===== src/rtl/ocmp_pkg.sv =====
// Package: shared types for the output compare unit.
// Assumes: one register access per strobe cycle.
package ocmp_pkg;

    // Decoded access to one compare byte lane.
    typedef struct packed {
        logic rd;
        logic wr;
    } lane_acc_t;

    // Decode a bus access into a lane access.
    function automatic lane_acc_t lane_decode(input logic hit, input logic wr);
        lane_acc_t a;
        a.rd = hit & ~wr;
        a.wr = hit & wr;
        return a;
    endfunction

endpackage


===== src/rtl/ocmp_regs.sv =====
// Module: ocmp_regs
// Holds the compare value as byte lanes on the register bus. The lane
// holding the top byte is at BASE_ADDR and the lowest lane is at the
// highest address. A write to the top lane suspends matching and a write
// to lane 0 resumes it. The compare bytes have no reset.
// Assumes: CNT_W is a multiple of DATA_W.
module ocmp_regs
    import ocmp_pkg::*;
#(
    parameter int ADDR_W    = 8,
    parameter int DATA_W    = 8,
    parameter int CNT_W     = 16,
    parameter int BASE_ADDR = 'h16
) (
    input  logic              clk,
    input  logic              rst_n,
    input  logic              bus_sel,
    input  logic              bus_wr,
    input  logic [ADDR_W-1:0] bus_addr,
    input  logic [DATA_W-1:0] bus_wdata,
    output logic [DATA_W-1:0] bus_rdata,
    output logic [CNT_W-1:0]  cmp_val,
    output logic              armed,
    output logic              lo_access
);
    localparam int NB = CNT_W / DATA_W;

    logic [DATA_W-1:0] lane_q  [NB];
    logic [DATA_W-1:0] lane_rd [NB];
    logic [NB-1:0]     lane_hit;
    lane_acc_t         acc     [NB];

    for (genvar k = 0; k < NB; k++) begin : g_lane
        localparam int LANE_ADDR = BASE_ADDR + (NB - 1 - k);

        // Address match for this lane.
        assign lane_hit[k] = bus_sel && (bus_addr == ADDR_W'(LANE_ADDR));
        assign acc[k]      = lane_decode(lane_hit[k], bus_wr);

        // Store the byte on a write; the lane keeps its value through reset.
        always_ff @(posedge clk) begin
            if (acc[k].wr) begin
                lane_q[k] <= bus_wdata;
            end
        end

        // Read data from this lane, zero when the lane is not addressed.
        assign lane_rd[k] = acc[k].rd ? lane_q[k] : '0;
        assign cmp_val[k*DATA_W +: DATA_W] = lane_q[k];
    end

    // Merge the lane read data onto the bus.
    always_comb begin
        bus_rdata = '0;
        for (int k = 0; k < NB; k++) begin
            bus_rdata = bus_rdata | lane_rd[k];
        end
    end

    // Matching is enabled from reset, off after a top-lane write, back on after a lane-0 write.
    always_ff @(posedge clk) begin
        if (!rst_n) begin
            armed <= 1'b1;
        end else if (acc[0].wr) begin
            armed <= 1'b1;
        end else if (acc[NB-1].wr) begin
            armed <= 1'b0;
        end
    end

    assign lo_access = lane_hit[0];

    AST_HI_WRITE_SUSPENDS: assert property (@(posedge clk) disable iff (!rst_n)
        (acc[NB-1].wr && !acc[0].wr) |=> !armed) else $error("high write did not suspend");
    AST_LO_WRITE_RESUMES: assert property (@(posedge clk) disable iff (!rst_n)
        acc[0].wr |=> armed) else $error("low write did not resume");

endmodule


===== src/rtl/ocmp_match.sv =====
// Module: ocmp_match
// Compares the counter with the compare value and gives a one-cycle
// pulse in the first cycle the two are equal while matching is enabled.
// Assumes: count_in comes from a register in the same clock domain.
module ocmp_match #(
    parameter int CNT_W = 16
) (
    input  logic             clk,
    input  logic             rst_n,
    input  logic [CNT_W-1:0] count_in,
    input  logic [CNT_W-1:0] cmp_val,
    input  logic             armed,
    output logic             match_pulse
);
    logic eq_now;
    logic eq_prev;

    // Equality, gated by the matching enable.
    assign eq_now = armed && (count_in == cmp_val);

    // Keep the previous equality so a steady counter does not retrigger.
    always_ff @(posedge clk) begin
        if (!rst_n) begin
            eq_prev <= 1'b0;
        end else begin
            eq_prev <= eq_now;
        end
    end

    assign match_pulse = eq_now && !eq_prev;

    AST_NO_RETRIGGER: assert property (@(posedge clk) disable iff (!rst_n)
        match_pulse |=> !match_pulse) else $error("match retriggered");
    AST_SUSPENDED_NO_MATCH: assert property (@(posedge clk) disable iff (!rst_n)
        !armed |-> !match_pulse) else $error("match while suspended");

endmodule


===== src/rtl/ocmp_flag.sv =====
// Module: ocmp_flag
// Keeps the compare flag and the compare pin. A match sets the flag and
// drives the pin to the level input. The flag clears after a status read
// taken while it is set, followed by a later low-byte access. A set in
// the same cycle as a clear wins.
// Assumes: stat_rd and lo_access are one-cycle strobes.
module ocmp_flag (
    input  logic clk,
    input  logic rst_n,
    input  logic match,
    input  logic stat_rd,
    input  logic lo_access,
    input  logic level_in,
    output logic flag_q,
    output logic pin_q
);
    logic clr_arm;
    logic clr_now;

    assign clr_now = lo_access && clr_arm;

    // Remember a status read seen while the flag was set; a low access consumes it.
    always_ff @(posedge clk) begin
        if (!rst_n) begin
            clr_arm <= 1'b0;
        end else if (stat_rd && flag_q) begin
            clr_arm <= 1'b1;
        end else if (lo_access) begin
            clr_arm <= 1'b0;
        end
    end

    // Flag: a match sets it, the armed low access clears it, and a set beats a clear.
    always_ff @(posedge clk) begin
        if (!rst_n) begin
            flag_q <= 1'b0;
        end else if (match) begin
            flag_q <= 1'b1;
        end else if (clr_now) begin
            flag_q <= 1'b0;
        end
    end

    // Pin takes the level input on a match and holds otherwise.
    always_ff @(posedge clk) begin
        if (!rst_n) begin
            pin_q <= 1'b0;
        end else if (match) begin
            pin_q <= level_in;
        end
    end

    AST_SET_WINS: assert property (@(posedge clk) disable iff (!rst_n)
        match |=> flag_q) else $error("match did not set flag");
    AST_CLEAR_NEEDS_LO: assert property (@(posedge clk) disable iff (!rst_n)
        $fell(flag_q) |-> $past(lo_access)) else $error("flag cleared without low access");
    AST_PIN_LEVEL: assert property (@(posedge clk) disable iff (!rst_n)
        match |=> (pin_q == $past(level_in))) else $error("pin level wrong");
    AST_PIN_HOLDS: assert property (@(posedge clk) disable iff (!rst_n)
        !match |=> $stable(pin_q)) else $error("pin moved without match");

endmodule


===== src/rtl/ocmp_unit.sv =====
// Module: ocmp_unit (top)
// Output compare unit: compare value loaded as bytes over the register
// bus, matched against a free-running counter, driving a pin and a flag.
// Assumes: the counter, prescaler and interrupt masking live outside.
module ocmp_unit #(
    parameter int ADDR_W    = 8,
    parameter int DATA_W    = 8,
    parameter int CNT_W     = 16,
    parameter int BASE_ADDR = 'h16
) (
    input  logic              clk,
    input  logic              rst_n,
    input  logic              bus_sel,
    input  logic              bus_wr,
    input  logic [ADDR_W-1:0] bus_addr,
    input  logic [DATA_W-1:0] bus_wdata,
    output logic [DATA_W-1:0] bus_rdata,
    input  logic [CNT_W-1:0]  count_in,
    input  logic              level_in,
    input  logic              stat_rd,
    output logic              cmp_pin,
    output logic              cmp_flag
);
    logic [CNT_W-1:0] cmp_val;
    logic             armed;
    logic             lo_access;
    logic             match_pulse;

    ocmp_regs #(
        .ADDR_W(ADDR_W), .DATA_W(DATA_W), .CNT_W(CNT_W), .BASE_ADDR(BASE_ADDR)
    ) u_regs (
        .clk(clk), .rst_n(rst_n), .bus_sel(bus_sel), .bus_wr(bus_wr),
        .bus_addr(bus_addr), .bus_wdata(bus_wdata), .bus_rdata(bus_rdata),
        .cmp_val(cmp_val), .armed(armed), .lo_access(lo_access)
    );

    ocmp_match #(.CNT_W(CNT_W)) u_match (
        .clk(clk), .rst_n(rst_n), .count_in(count_in), .cmp_val(cmp_val),
        .armed(armed), .match_pulse(match_pulse)
    );

    ocmp_flag u_flag (
        .clk(clk), .rst_n(rst_n), .match(match_pulse), .stat_rd(stat_rd),
        .lo_access(lo_access), .level_in(level_in), .flag_q(cmp_flag),
        .pin_q(cmp_pin)
    );

    AST_FLAG_RESET_LOW: assert property (@(posedge clk)
        !rst_n |=> (!cmp_flag && !cmp_pin)) else $error("reset state wrong");

endmodule


===== config.mk =====
export PLATFORM = sky130hd
export DESIGN_NAME = ocmp_unit
export DESIGN_NICKNAME = d
export VERILOG_FILES = /design/src/rtl/ocmp_pkg.sv /design/src/rtl/ocmp_regs.sv /design/src/rtl/ocmp_match.sv /design/src/rtl/ocmp_flag.sv /design/src/rtl/ocmp_unit.sv
export SDC_FILE = /design/constraint.sdc
export NUM_CORES = 1
export LEC_CHECK = 0
export CAP_MARGIN = 20
export CORE_MARGIN = 4
export CORE_UTILIZATION = 25
export DETAILED_ROUTE_END_ITERATION = 10
export SKIP_CTS_REPAIR_TIMING = 1
export SYNTH_ARGS = -nofsm -noshare
export SYNTH_HDL_FRONTEND = slang
export SYNTH_SLANG_ARGS = --single-unit

===== constraint.sdc =====
create_clock -name clk -period 4.6 [get_ports clk]
set_input_delay 0.69 -clock clk [delete_from_list [all_inputs] [get_ports clk]]
set_output_delay 0.69 -clock clk [all_outputs]
set_load 0.005 [all_outputs]

==> impl_metrics.env, run 1 <==
export IMPL_synthesis_area_um2=1010
export IMPL_whs_path_depth=1
export IMPL_drt_iter0_markers=59
export IMPL_yosysMostFrequentCell="edfxtp_1"
export IMPL_viasPerCell=4.72
export IMPL_syn_avg_cell_area_um2=11.8
export IMPL_grt_pass1_vias=887
export IMPL_postSynthCellCount=86
export IMPL_core_area_um2=3800
export IMPL_cp_arrival_ps=3130
export IMPL_cts_tree="done"
export IMPL_async_flop_share_pct=0
export IMPL_tightest_slew_ps=622
export IMPL_syn_num_nets=124
export IMPL_vdd_drop_max_v=0.000163
export IMPL_power_density_nw_per_um2=231
export IMPL_rsz0062_at_grt="no"
export IMPL_routabilityCongestion=0.792
export IMPL_die_w_um=71.7
export IMPL_wire_per_inst_um=15.2
export IMPL_clockBufferDepth=2
export IMPL_status="complete, no violations"
export IMPL_yosys_top_cells_count="16 x edfxtp_1, 9 x inv_1, 8 x a22o_1"
export IMPL_hold_viol_final=0
export IMPL_via_count=868
export IMPL_critPathMaxStageDelay_ps=530
export IMPL_cts_root_buffer="clkbuf_8"
export IMPL_yosys_area_top_type_share_pct=47.4
export IMPL_r2r_cells=5
export IMPL_startpoint_type="input port"
export IMPL_grt_max_degree=13
export IMPL_die_h_um=71.7
export IMPL_synth_area_top_cells="edfxtp_1 47%, dfxtp_1 9.9%, a22o_1 6.9%, xnor2_1 6.0%, inv_1 3.3%"
export IMPL_ff_latch_area_um2=581
export IMPL_critPathMaxFanout=8
export IMPL_r2r_end="u_flag.pin_q"
export IMPL_multi_input_area_um2=394
export IMPL_io_pins=48
export IMPL_gr_total_overflow=0
export IMPL_synth_edf_count=16
export IMPL_antenna_left=0
export IMPL_drive_gt1_share_pct=4.41
export IMPL_synth_flop_cell="edfxtp_1"
export IMPL_hold_start="u_match.eq_prev"
export IMPL_ys_ff_latch=21
export IMPL_syn2layout_area_growth_pct=56.4
export IMPL_rr_startpoint="u_regs.lane_q[0][8]"
export IMPL_fin_util_pct=41.7
export IMPL_die_area_um2=5140
export IMPL_drt_wl_total_mm=2.79
export IMPL_slew_headroom_pct=58.4
export IMPL_required_ps=3910
export IMPL_place_hpwl_mm=2.28
export IMPL_slowest_stage="nor2b_1"
export IMPL_path_cells="clkdlybuf4s50_1 > nand4b_1 > nor4_1 > nor2b_1 > nor2b_1 > a22o_1 > clkdlybuf4s50_1"
export IMPL_track_usage_pct=11.4
export IMPL_cts_clk_slew_worst_paths_ps=70
export IMPL_ys_seq_area_share_pct=57.3
export IMPL_cts_sinks=21
export IMPL_io_buffers=47
export IMPL_setup_viol=0
export IMPL_finalSetupTns_ps=0
export IMPL_end_kind="primary output"
export IMPL_power_mw=0.366
export IMPL_grt_pass1_wl_mm=4.41
export IMPL_yosysTopAreaCell="edfxtp_1"
export IMPL_firstDrtPassIters=6
export IMPL_fillCellCount=367
export IMPL_cap_violations=0
export IMPL_hold_path_class="flip-flop to flip-flop"
export IMPL_synth_warnings=0
export IMPL_nets=175
export IMPL_rrSetupSlack_ps=2890
export IMPL_hold_end="u_flag.pin_q"
export IMPL_diodes=0
export IMPL_slew_violations=0
export IMPL_antenna_found_initial=0
export IMPL_critPathKind="input port to primary output"
export IMPL_synth_distinct_cells=29
export IMPL_initial_core_util_pct=26.7
export IMPL_leakage_nw=0.548
export IMPL_rows=22
export IMPL_clock_latency_ps=250
export IMPL_htreeDepth=1
export IMPL_timing_fmax_ghz=0.262
export IMPL_drc=0
export IMPL_fin_worst_skew_ps=0.701
export IMPL_cts_buffers_inserted=3
export IMPL_period_share_pct=83.1
export IMPL_fin_crit_ps=3820
area by class of cell:
type / count / share of cell area (%)
flip-flops and latches: 21 / 36.6
clock inverters: 1 / 0.316
clock buffers: 3 / 2.60
repair buffers: 47 / 29.7
multi-input cells: 55 / 24.9
well taps: 48 / 3.79
inverters: 9 / 2.13
power by group:
part,switching (mW),internal (mW)
clock,0.0562,0.0602
sequential,0.000113,0.204
combinational,0.0132,0.0329
layer usage:
metal  GRT usage (%)  part of all wire, %
met2            20.7                   56
met4            4.38                  1.3
met5               0                    0
met3            2.66                  5.0
met1            12.7                   37
worst max-delay path, delay by kind of cell:
family	cells	cell delay [ps]
simple gates	4	1210
buf+inv	2	980
compound gates	1	240
worst max path at each step:
stage | start | endpoint
2_1_floorplan | bus_addr[3] | bus_rdata[0]
3_3_place_gp | bus_addr[4] | bus_rdata[5]
3_5_place_dp | bus_sel | bus_rdata[7]
4_1_cts | bus_sel | bus_rdata[7]
5_1_grt | bus_addr[4] | bus_rdata[2]
6_report | bus_sel | bus_rdata[0]
sequential cells by signal (all words and copies together), names as in the netlist:
name and cells:
u_flag.pin_q 1, u_regs.armed 1, u_regs.lane_q 16, u_flag.clr_arm 1, u_flag.flag_q 1, u_match.eq_prev 1
placed cells by master (no fill, tap or decap):
cell             netlist  routed
o21ai_0                1       1
nand2_1                4       4
a21oi_1                1       1
nor3_1                 1       1
nand4_1                2       2
o41ai_1                1       1
xnor2_1                7       7
nand4b_1               1       1
nand3_1                2       2
edfxtp_1              16      16
clkinv_2               0       1
a22oi_1                1       1
nand2b_1               3       3
xor2_1                 2       2
or3_1                  1       1
clkdlybuf4s50_1        0      47
a211o_1                1       1
a2111oi_2              1       1
nor2b_1                5       5
inv_1                  9       9
and3_1                 2       2
a222oi_1               1       1
a22o_1                 8       8
o311ai_1               1       1
dfxtp_1                5       5
nor4_1                 2       2
clkbuf_8               0       3
or4_4                  1       1
nor2_1                 3       3
o22ai_1                2       2
o2111ai_1              1       1
metrics by stage:
step           std cells  hold slack, ps  setup slack [ps]  cell area [µm²]
5_1_grt              184             495               472             1590
6_report             184             460               777             1590
3_5_place_dp         180             452               735             1540
4_1_cts              184             462               727             1590
2_1_floorplan         86             435              2150             1010
3_3_place_gp         180             445               844             1540
cells by family after synthesis:
family          share of synthesized area (%)
buf+inv                                  3.83
compound gates                           15.8
xor+xnor                                 7.78
simple gates                             15.3
flops                                    57.3
(Power assumes the default switching activity.)
==> run 2, diff against run 1 <==
- clock period: 4.6 -> 3.1 ns (I/O delays scaled with it)
==> run 2 against run 1 <==
Non-clock buffer count rose by 2. Clock skew about the same. Final cell count up 1.1%. Cell area rose by 2.5%. Clock power increased by 59%. Sequential share of layout area decreased by 0.90 points. Utilization rose by 1.1 points. Combinational power up 51%. Largest power group unchanged. Critical path depth rose by 1.
==> impl_metrics.env, run 2 (synthesized netlist as in run 1, its figures left out) <==
export IMPL_io_buffers=47
export IMPL_critPathMaxStageDelay_ps=500
export IMPL_io_pins=48
export IMPL_diodes=0
export IMPL_drive_gt1_share_pct=7.25
export IMPL_via_count=861
export IMPL_use_met2_pct=19.4
export IMPL_cp_arrival_ps=2430
export IMPL_internal_power_mw=0.442
export IMPL_placed_cell_area_um2=1550
export IMPL_rr_startpoint="u_regs.lane_q[0][8]"
export IMPL_slowest_stage="clkdlybuf4s50_1"
export IMPL_whs_ps=483
export IMPL_stdcell_count=186
export IMPL_core_area_um2=3800
export IMPL_switchingPower_mw=0.115
export IMPL_period_share_pct=93.5
export IMPL_critical_path_top_delay_family="buffers and inverters"
export IMPL_post_place_ws_ps=11.7
export IMPL_critPathKind="input port to primary output"
export IMPL_wire_per_inst_um=14.7
export IMPL_gr_total_overflow=0
export IMPL_swShare_pct=20.7
export IMPL_setup_viol=0
export IMPL_finalSetupTns_ps=0
export IMPL_cap_violations=0
export IMPL_die_h_um=71.7
export IMPL_p_clk_share_pct=33.3
export IMPL_hold_path_class="flip-flop to flip-flop"
export IMPL_routabilityCongestion=0.786
export IMPL_power_density_nw_per_um2=343
export IMPL_p_comb_share_pct=12.5
export IMPL_fin_worst_skew_ps=1.04
export IMPL_critPathMaxFanout=8
export IMPL_initial_core_util_pct=26.7
export IMPL_dp_cells=182
export IMPL_slew_violations=0
export IMPL_tightest_slew_ps=464
export IMPL_htreeDepth=1
export IMPL_r2r_end="u_flag.pin_q"
export IMPL_grt_pass1_wl_mm=4.35
export IMPL_hold_start="u_match.eq_prev"
export IMPL_largest_register="u_regs.lane_q"
export IMPL_largest_register_ffs=16
export IMPL_cts_root_buffer="clkbuf_8"
export IMPL_rrSetupSlack_ps=1350
export IMPL_die_w_um=71.7
export IMPL_startpoint_type="input port"
export IMPL_hold_viol_final=0
export IMPL_clockBufferDepth=2
export IMPL_rows=22
export IMPL_grt_max_degree=14
export IMPL_required_ps=2630
export IMPL_cts_buffers_inserted=3
export IMPL_cts_sinks=21
export IMPL_whs_path_depth=1
export IMPL_cts_clk_slew_worst_paths_ps=80
export IMPL_antenna_left=0
export IMPL_hold_end="u_flag.pin_q"
export IMPL_sequentialPowerShare_pct=54.2
export IMPL_crit_path_frequent_cell="clkdlybuf4s50_1"
export IMPL_end_kind="primary output"
export IMPL_fin_crit_ps=2900
export IMPL_clock_latency_ps=260
export IMPL_stdcell_area_um2=1630
export IMPL_rsz0062_at_grt="no"
export IMPL_path_cells="clkdlybuf4s50_1 > nand2b_1 > nor4_4 > nor2b_4 > nor2b_1 > buf_4 > a22o_1 > clkdlybuf4s50_1"
export IMPL_layout_commonest_cell="clkdlybuf4s50_1"
export IMPL_grt_pass1_vias=866
export IMPL_power_mw=0.557
export IMPL_place_hpwl_mm=2.23
export IMPL_timing_fmax_ghz=0.345
export IMPL_setup_slack_ps=203
export IMPL_use_met3_pct=2.52
export IMPL_nets=177
export IMPL_status="complete, no violations"
export IMPL_track_usage_pct=11.1
export IMPL_leakage_nw=0.558
export IMPL_path_buf_inv=3
export IMPL_syn2layout_area_growth_pct=60.4
export IMPL_drt_wl_total_mm=2.74
export IMPL_cts_tree="done"
export IMPL_final_cell_mix="47 x clkdlybuf4s50_1, 16 x edfxtp_1, 9 x inv_1"
export IMPL_grtUsageMet1_pct=12.8
export IMPL_die_area_um2=5140
export IMPL_viasPerCell=4.63
export IMPL_grt_busiest_layer="met2"
export IMPL_antenna_found_initial=0
export IMPL_drc=0
export IMPL_firstDrtPassIters=7
export IMPL_slew_headroom_pct=69.0
export IMPL_vdd_drop_max_v=0.000246
export IMPL_r2r_cells=5
export IMPL_drt_iter0_markers=27
export IMPL_fin_util_pct=42.8
[run 2: how the worst max path moves through the flow]
| stage | start | cells after the start | slack [ps] | endpoint |
|---|---|---|---|---|
| after CTS | bus_addr[3] | 8 | 20 | bus_rdata[5] |
| after global routing | bus_addr[5] | 8 | 40 | bus_rdata[0] |
| final | bus_addr[5] | 8 | 200 | bus_rdata[0] |
| after global placement | bus_addr[3] | 8 | 110 | bus_rdata[0] |
| after floorplan | bus_addr[3] | 6 | 1100 | bus_rdata[0] |
| after detailed placement | bus_addr[3] | 8 | 10 | bus_rdata[5] |
[run 2: final cells by class]
type / count / area, µm²
Clock buffer: 3 / 41.3
Clock inverter: 1 / 7.51
Fill cell: 365 / 2170
Inverter: 9 / 33.8
Multi-Input combinational cell: 55 / 417
Sequential cell: 21 / 581
Tap cell: 48 / 60.1
Timing Repair Buffer: 49 / 485
[run 2: power by group through the flow]
stage / Combinational (mW) / Clock, mW / Sequential (mW)
global route: 0.0753 / 0.199 / 0.302
CTS: 0.0682 / 0.190 / 0.302
finish: 0.0694 / 0.185 / 0.302
detailed placement: 0.0678 / 0 / 0.309
floorplan: 0.0133 / 0 / 0.309
global placement: 0.0671 / 0 / 0.309
[run 2: metal layers]
metal | share of wire, % | vias to the layer above
met4 | 1.8 | 0
met5 | 0 | -
li1 | - | 430
met2 | 54 | 22
met3 | 4.6 | 5
met1 | 40 | 404
==> run 3, diff against run 2 <==
- CTS_CLUSTER_SIZE: not set -> 24
- SLEW_MARGIN: not set -> 20
==> results of run 3 <==
No change in the layout: final DEF, timing and power equal those of run 2.
